### src/rtl/phase_qual_pkg.sv
package phase_qual_pkg;

  // Number of set bits in a vector of up to 32 bits.
  function automatic int unsigned pq_ones(input logic [31:0] v);
    int unsigned n;
    n = 0;
    for (int i = 0; i < 32; i++) begin
      n += v[i] ? 1 : 0;
    end
    return n;
  endfunction

  // Counter step that stops at a ceiling.
  function automatic int unsigned pq_sat_inc(input int unsigned c, input int unsigned lim);
    return (c >= lim) ? lim : c + 1;
  endfunction

  // Decision for the next qualification status.
  function automatic logic pq_decide(input logic qual, input int unsigned bad_cnt,
                                     input int unsigned bad_limit, input int unsigned run,
                                     input int unsigned run_need);
    logic nxt;
    nxt = qual;
    if (qual && (bad_cnt > bad_limit)) nxt = 1'b0;
    else if (!qual && (run >= run_need)) nxt = 1'b1;
    return nxt;
  endfunction

endpackage

### src/rtl/pq_history.sv
module pq_history
  import phase_qual_pkg::*;
#(
  parameter int WIN_LEN = 8,
  localparam int CNT_W = $clog2(WIN_LEN + 1)
) (
  input  logic               clk,
  input  logic               rst_n,
  input  logic               clr,
  input  logic               step,
  input  logic               bit_in,
  output logic [WIN_LEN-1:0] hist,
  output logic [CNT_W-1:0]   bad_next
);

  logic [WIN_LEN-1:0] shifted;

  generate
    if (WIN_LEN == 1) begin : g_one
      assign shifted = bit_in;
    end else begin : g_many
      assign shifted = {hist[WIN_LEN-2:0], bit_in};
    end
  endgenerate

  assign bad_next = CNT_W'(pq_ones(32'(shifted)));

  always_ff @(posedge clk or negedge rst_n) begin
    if (!rst_n)    hist <= '0;
    else if (clr)  hist <= '0;
    else if (step) hist <= shifted;
  end

endmodule

### src/rtl/pq_good_run.sv
module pq_good_run
  import phase_qual_pkg::*;
#(
  parameter int GOOD_RUN = 8,
  localparam int RUN_W = $clog2(GOOD_RUN + 1)
) (
  input  logic             clk,
  input  logic             rst_n,
  input  logic             clr,
  input  logic             step,
  input  logic             bad,
  output logic [RUN_W-1:0] run,
  output logic [RUN_W-1:0] run_next
);

  always_comb begin
    if (bad) run_next = '0;
    else     run_next = RUN_W'(pq_sat_inc(int'(run), GOOD_RUN));
  end

  always_ff @(posedge clk or negedge rst_n) begin
    if (!rst_n)    run <= '0;
    else if (clr)  run <= '0;
    else if (step) run <= run_next;
  end

endmodule

### src/rtl/pq_status.sv
module pq_status
  import phase_qual_pkg::*;
#(
  parameter int WIN_LEN   = 8,
  parameter int BAD_LIMIT = 5,
  parameter int GOOD_RUN  = 8,
  localparam int CNT_W = $clog2(WIN_LEN + 1),
  localparam int RUN_W = $clog2(GOOD_RUN + 1)
) (
  input  logic             clk,
  input  logic             rst_n,
  input  logic             clr,
  input  logic             step,
  input  logic [CNT_W-1:0] bad_next,
  input  logic [RUN_W-1:0] run_next,
  output logic             qual
);

  logic qual_d;

  assign qual_d = pq_decide(qual, int'(bad_next), BAD_LIMIT, int'(run_next), GOOD_RUN);

  always_ff @(posedge clk or negedge rst_n) begin
    if (!rst_n)    qual <= 1'b0;
    else if (clr)  qual <= 1'b0;
    else if (step) qual <= qual_d;
  end

endmodule

### src/rtl/phase_qual_monitor.sv
module phase_qual_monitor #(
  parameter int WIN_LEN   = 8,
  parameter int BAD_LIMIT = 5,
  parameter int GOOD_RUN  = 8,
  localparam int CNT_W = $clog2(WIN_LEN + 1),
  localparam int RUN_W = $clog2(GOOD_RUN + 1)
) (
  input  logic clk,
  input  logic rst_n,
  input  logic cmp_strobe,
  input  logic over_win,
  input  logic active,
  input  logic ref_sel,
  output logic phase_ok
);

  logic               ref_q;
  logic               active_q;
  logic               restart_evt;
  logic               step_evt;
  logic [WIN_LEN-1:0] hist;
  logic [CNT_W-1:0]   bad_next;
  logic [RUN_W-1:0]   run_now;
  logic [RUN_W-1:0]   run_next;
  logic               qual_r;

  always_ff @(posedge clk or negedge rst_n) begin
    if (!rst_n) begin
      ref_q    <= 1'b0;
      active_q <= 1'b0;
    end else begin
      ref_q    <= ref_sel;
      active_q <= active;
    end
  end

  assign restart_evt = (ref_sel != ref_q) || (active && !active_q);
  assign step_evt    = cmp_strobe && active && !restart_evt;

  pq_history #(.WIN_LEN(WIN_LEN)) u_hist (
    .clk(clk), .rst_n(rst_n), .clr(restart_evt), .step(step_evt),
    .bit_in(over_win), .hist(hist), .bad_next(bad_next)
  );

  pq_good_run #(.GOOD_RUN(GOOD_RUN)) u_run (
    .clk(clk), .rst_n(rst_n), .clr(restart_evt), .step(step_evt),
    .bad(over_win), .run(run_now), .run_next(run_next)
  );

  pq_status #(.WIN_LEN(WIN_LEN), .BAD_LIMIT(BAD_LIMIT), .GOOD_RUN(GOOD_RUN)) u_stat (
    .clk(clk), .rst_n(rst_n), .clr(restart_evt), .step(step_evt),
    .bad_next(bad_next), .run_next(run_next), .qual(qual_r)
  );

  assign phase_ok = active ? qual_r : 1'b1;

endmodule

### config.mk
export PLATFORM = sky130hd
export DESIGN_NAME = phase_qual_monitor
export DESIGN_NICKNAME = d
export VERILOG_FILES = /design/src/rtl/phase_qual_pkg.sv /design/src/rtl/pq_history.sv /design/src/rtl/pq_good_run.sv /design/src/rtl/pq_status.sv /design/src/rtl/phase_qual_monitor.sv
export SDC_FILE = /design/constraint.sdc
export NUM_CORES = 1
export LEC_CHECK = 0
export CAP_MARGIN = 25
export CORE_MARGIN = 3
export CORE_UTILIZATION = 54
export CTS_CLUSTER_DIAMETER = 120
export DETAILED_ROUTE_END_ITERATION = 10
export PLACE_DENSITY = 0.8
export SETUP_SLACK_MARGIN = 0.15
export SYNTH_ARGS = -nofsm -noshare
export SYNTH_HDL_FRONTEND = slang
export SYNTH_SLANG_ARGS = --single-unit
### constraint.sdc
create_clock -name clk -period 4.25 [get_ports clk]
set_clock_uncertainty 0.1 [all_clocks]
set_input_delay 0.85 -clock clk [delete_from_list [all_inputs] [get_ports clk]]
set_output_delay 0.85 -clock clk [all_outputs]
set_load 0.02 [all_outputs]
Word-level counts from Yosys, hierarchy flattened
Cells that the tools add are included.
W data, S select, Z words.
{"block": "word_totals", "wordCells": 48, "out_inout_bits": 1, "mem_count": 0, "rom_bits": 0, "latch_bits": 0, "reg_bits": 14, "in_bits": 6, "ramBits": 0}
{"block": "op_classes", "mux": 19, "reduce_logical": 12, "bitwise_logic": 0, "n_addsub": 8, "eq_ne": 1, "magnitude_cmp": 3, "shift": 0, "div_mod_pow": 0, "mul": 0}
{"cell": "$add A4 B4 Y4", "n": 7}
{"cell": "$mux W4", "n": 4}
{"cell": "$mux W7", "n": 2}
{"cell": "$mux W1", "n": 13}
{"cell": "$ge A4 B4 Y1 const B", "n": 2}
{"cell": "$logic_and A1 B1 Y1", "n": 5}
{"cell": "$add A4 B1 Y4 const B", "n": 1}
{"cell": "$gt A4 B3 Y1 const B", "n": 1}
{"cell": "$logic_not A1 Y1", "n": 3}
{"cell": "$reduce_bool A3 Y1", "n": 1}
{"cell": "$reduce_and A2 Y1", "n": 1}
{"cell": "$reduce_bool A2 Y1", "n": 1}
{"cell": "$logic_or A1 B1 Y1", "n": 1}
{"cell": "$ne A1 B1 Y1", "n": 1}

Logic depth before layout (Yosys ltp)
{"block": "logic_depth", "depth_word": 13, "mapped_depth": 12, "ltp_nobuf": 12}

Cells and area by module
A second synthesis with hierarchy kept.
{"block": "hier_totals", "hier_cells": 88, "hier_area_um2": 928.4}
{"module": "pq_history", "instances": 1, "cells_per_inst": 48, "area_each_um2": 510.5, "seq_area_each_um2": 200.2}
{"module": "pq_good_run", "instances": 1, "cells_per_inst": 29, "area_each_um2": 289.0, "seq_area_each_um2": 100.1}
{"module": "phase_qual_monitor", "instances": 1, "cells_per_inst": 7, "area_each_um2": 82.6, "seq_area_each_um2": 50.0}
{"module": "pq_status", "instances": 1, "cells_per_inst": 4, "area_each_um2": 46.3, "seq_area_each_um2": 25.0}

Worst setup path before layout
No wires, ideal clock.
{"block": "synth_path", "kind": "input to register", "startpoint": "input port over_win", "endpoint": "register u_stat.qual", "required_ps": 4028, "path_buffers": 0, "slack_ps": 638, "arrival_time_ps": 3390, "setup_ps": 122, "cell_stages": 12, "path_cell_list": "inv_1 fa_1 fa_1 fa_1 inv_1 ha_1 inv_1 fa_1 nor2_1 o2111ai_1 a31oi_1 nor3_1"}
{"block": "synth_via", "elab_chain_cells": 13, "word_cells_on_any_way": 18, "cone_classes": "7 x add/sub; 2 x order compare; 5 x mux; 4 x reduce/logical"}
{"element": "from (decl)", "line_no": "phase_qual_monitor.sv:11", "text": "input logic over_win,"}
{"element": "$mux W1", "line_no": "phase_qual_pkg.sv:8", "text": "n += v[i] ? 1 : 0;"}
{"element": "$add A4 B4 Y4 (7 in series)", "line_no": "phase_qual_pkg.sv:8"}
{"element": "$gt A4 B3 Y1", "line_no": "phase_qual_pkg.sv:24", "text": "if (qual && (bad_cnt > bad_limit)) nxt = 1'b0;"}
{"element": "$logic_and A1 B1 Y1", "line_no": "phase_qual_pkg.sv:24"}
{"element": "$mux W1", "line_no": "phase_qual_pkg.sv:24"}
{"element": "$mux W1", "line_no": "pq_status.sv:26", "text": "else if (step) qual <= qual_d;"}
{"element": "$mux W1", "line_no": "pq_status.sv:25", "text": "else if (clr) qual <= 1'b0;"}
{"element": "to (signal assigned)", "line_no": "pq_status.sv:26"}
{"element": "to (decl)", "line_no": "pq_status.sv:16", "text": "output logic qual"}
Several ways; a longest one is shown, not always the timed one. The select of a mux whose other input is x is not followed.
A chain may end at the register's enable or synchronous reset.

Worst setup path after layout
Same ends and word-level chain as after synthesis.

==> insert_results.sql <==
INSERT INTO impl_metrics (metric_group, metric, value, unit) VALUES
('final_layout', 'number_of_antenna_repair_diodes', '0', ''),
('logic_synthesis', 'syn_nets', '90', ''),
('die', 'dieWidth', '44.6', 'um'),
('placement', 'placed_instance_area', '872', 'um^2'),
('die', 'die_height', '44.6', 'um'),
('sta', 'worst_slew_margin_rel', '58.5', '%'),
('clocking', 'clkTransAtPathRegs', '0.09', 'ns'),
('final_layout', 'area_of_the_multi_input_gates', '378', 'um^2'),
('clocking', 'cts_tree', 'done', ''),
('clocking', 'worst_skew_pair.late_latency', '0.27', 'ns'),
('die', 'placement_rows', '13', ''),
('logic_synthesis', 'synth-main-ff-cell', 'dfrtp_1', ''),
('sta', 'finalCritPeriodShare', '84.6', '%'),
('logic_synthesis', 'synthDominantAreaCellType', 'dfrtp_1', ''),
('drt', 'wl', '1260', 'um'),
('logic_synthesis', 'synthArstFlopShare', '100', '%'),
('final_layout', 'drive_above_1_share', '9.52', '%'),
('grt', 'grt_pass1_wl', '2250', 'um'),
('die', 'fp.coreArea', '0.00135', 'mm^2'),
('logic_synthesis', 'avg_synthesized_cell_area', '10.7', 'um^2'),
('logic_synthesis', 'synth_mux_area_share', '0', '%'),
('placement', 'gpl.final_weighted_congestion', '0.747', ''),
('grt', 'globalRouteOverflowTotal', '0', ''),
('clocking', 'cts_hold_repair.buffers', '0', ''),
('drt', 'avgRoutedWirePerCell', '12.8', 'um'),
('logic_synthesis', 'netlist.area_leader.share', '43.5', '%'),
('worst_setup_path', 'setup.worst_path.end_class', 'flip-flop', ''),
('worst_setup_path', 'critical_path_arrival', '3.69', 'ns'),
('power', 'leakagePower', '0.000436', 'uW'),
('worst_setup_path', 'crit_type', 'in2reg', ''),
('placement', 'post-place-ws', '-0.0286', 'ns'),
('logic_synthesis', 'yosys.area_share.simple', '9.49', '%'),
('power', 'pwr_density_cell', '280', 'mW/mm^2'),
('logic_synthesis', 'count_of_cell_types_in_the_netlist', '23', ''),
('clocking', 'cts_buffers', '3', ''),
('logic_synthesis', 'synthTopCellsByArea', 'dfrtp_1 (44%), fa_1 (10%), a22o_1 (8.7%)', ''),
('logic_synthesis', 'yosys_warnings', '0', ''),
('final_layout', 'fillers', '108', ''),
('sta', 'timing.final.hold_violations', '0', ''),
('final_layout', 'number_of_non_filler_instances_in_the_completed_layout', '99', ''),
('drt', 'detail_route.drc_violations', '0', ''),
('logic_synthesis', 'post_synth_instance_area', '805', 'um^2'),
('clocking', 'clock_path_buffers', '2', ''),
('drt', 'detail_route.iter0.violations', '8', ''),
('power', 'design_power_total', '256', 'uW'),
('clocking', 'postcts_resize_cnt', '0', ''),
('grt', 'vias_in_the_first_global_route', '520', ''),
('clocking', 'cts-htree-levels', '1', ''),
('logic_synthesis', 'synth-edff-count', '0', ''),
('run_status', 'run_status', 'completed', ''),
('sta', 'final_critical_path_setup_slack', '0.654', 'ns'),
('drt', 'drt-pass1-iter-count', '4', ''),
('grt', 'grt.total_usage', '15.5', '%'),
('worst_setup_path', 'timing.critical_path.from_type', 'input port', ''),
('logic_synthesis', 'synth-seq-cells', '14', ''),
('sta', 'clock.fmax', '0.278', 'GHz'),
('logic_synthesis', 'dominant_combinational_cell_family_by_area_after_synthesis', 'compound AO/OA/AOI/OAI gates', ''),
('drt', 'post_drt_via_cell_ratio', '5.35', ''),
('hold_path', 'hold_path_class', 'reg2reg', ''),
('drt', 'via_count_of_the_routed_design', '530', ''),
('placement', 'dp.cells', '95', ''),
('sta', 'finalCriticalPeriod', '3.60', 'ns'),
('final_layout', 'final_instance_area', '913', 'um^2'),
('job', 'cap_violations', '0', ''),
('logic_synthesis', 'synthXorXnorAreaFrac', '1.09', '%'),
('logic_synthesis', 'synth_adder_area_share', '17.7', '%'),
('sta', 'setup_viol', '0', ''),
('grt', 'grt_antenna_before_repair', '0', ''),
('placement', 'buffer_ports.inserted', '6', ''),
('die', 'floorplan.initialDensity', '59.6', '%'),
('worst_setup_path', 'critical_path_required', '4.35', 'ns');
==> metal layers <==
| metal | wire (um) | vias to the layer above | track usage (%) |
|---|---|---|---|
| met5 | 0 | - | 0 |
| met4 | 13 | 0 | 5.42 |
| met3 | 42 | 2 | 2.44 |
| met2 | 569 | 6 | 23.2 |
| met1 | 637 | 253 | 22.6 |
| li1 | - | 269 | - |
==> path summary, 6_finish.rpt <==
check | from | endpoint | slack (ns) | cells past startpoint
max | over_win | u_stat.qual | 0.65 | 13
min | u_run.run[2] | u_run.run[2] | 0.42 | 1
max reg2reg | u_hist.hist[2] | u_stat.qual | 0.93 | 12
min reg2reg | u_run.run[2] | u_run.run[2] | 0.42 | 1
max in group asynchronous | rst_n | u_hist.hist[6] | 2.79 | 1
min in group asynchronous | rst_n | u_hist.hist[0] | 0.86 | 1
==> state kept, by name (all words and copies together) (netlist names) <==
signal       flops
u_hist.hist      7
u_stat.qual      1
active_q         1
ref_q            1
u_run.run        4
==> through the flow <==
step / setup TNS (ns) / hold WS, ns / util, %
after CTS: 0 / 0.425 / 67.3
final: 0 / 0.422 / 67.7
after detailed placement: -0.0286 / 0.402 / 64.6
after global placement: 0 / 0.387 / 64.6
after floorplan: 0 / 0.366 / -
after global routing: 0 / 0.451 / 67.7
==> critical path, stage by stage <==
cell            delay [ns]
dlymetal6s2s_1        0.14
inv_1                 0.07
fa_1                  0.43
fa_1                  0.54
fa_1                  0.41
inv_1                 0.07
ha_2                  0.17
inv_1                 0.05
fa_1                  0.56
nor2_1                0.05
o2111ai_1             0.18
a31oi_1               0.06
nor3_1                0.12
==> cells in the final DEF (no fill, tap or decap), types with 2 or more instances in the layout <==
cell type and instances:
nor2_1 3, nand3_1 2, ha_1 4, fa_1 4, dfrtp_1 14, clkdlybuf4s50_1 5
inv_1 16, a22o_1 8, nor3_1 2, clkbuf_4 3, a31oi_1 3, nand2_1 3
nand2b_1 3
==> cells in the mapped netlist (all sizes together), types with 2 or more instances <==
cell,number
nand3,2
ha,5
fa,4
nor2,3
a31oi,3
nand2,3
buf,2
nand2b,3
nor3,2
inv,16
a22o,8
dfrtp,14
==> power breakdown <==
part           internal (uW)  leakage [uW]  switching (uW)
clock                   52.0     0.0000210            41.7
sequential               135      0.000191            1.25
combinational           11.2      0.000225            15.1
total                    198      0.000436            58.0
==> area by class of cell <==
| class | instances | area share [%] |
|---|---|---|
| clock buffers | 4 | 3.97 |
| inverters | 16 | 6.58 |
| multi-input cells | 43 | 41.4 |
| flip-flops and latches | 14 | 38.4 |
| well taps | 15 | 2.05 |
| repair buffers | 7 | 7.67 |
==> cell families after synthesis <==
logic type / after synthesis
AO/OA/AOI/OAI: 18
flip-flops: 14
adder cells (fa/ha/maj): 9
XOR/XNOR: 1
buffers and inverters: 18
AND/OR/NAND/NOR: 15
No activity file was read; power rests on OpenSTA's default activity.
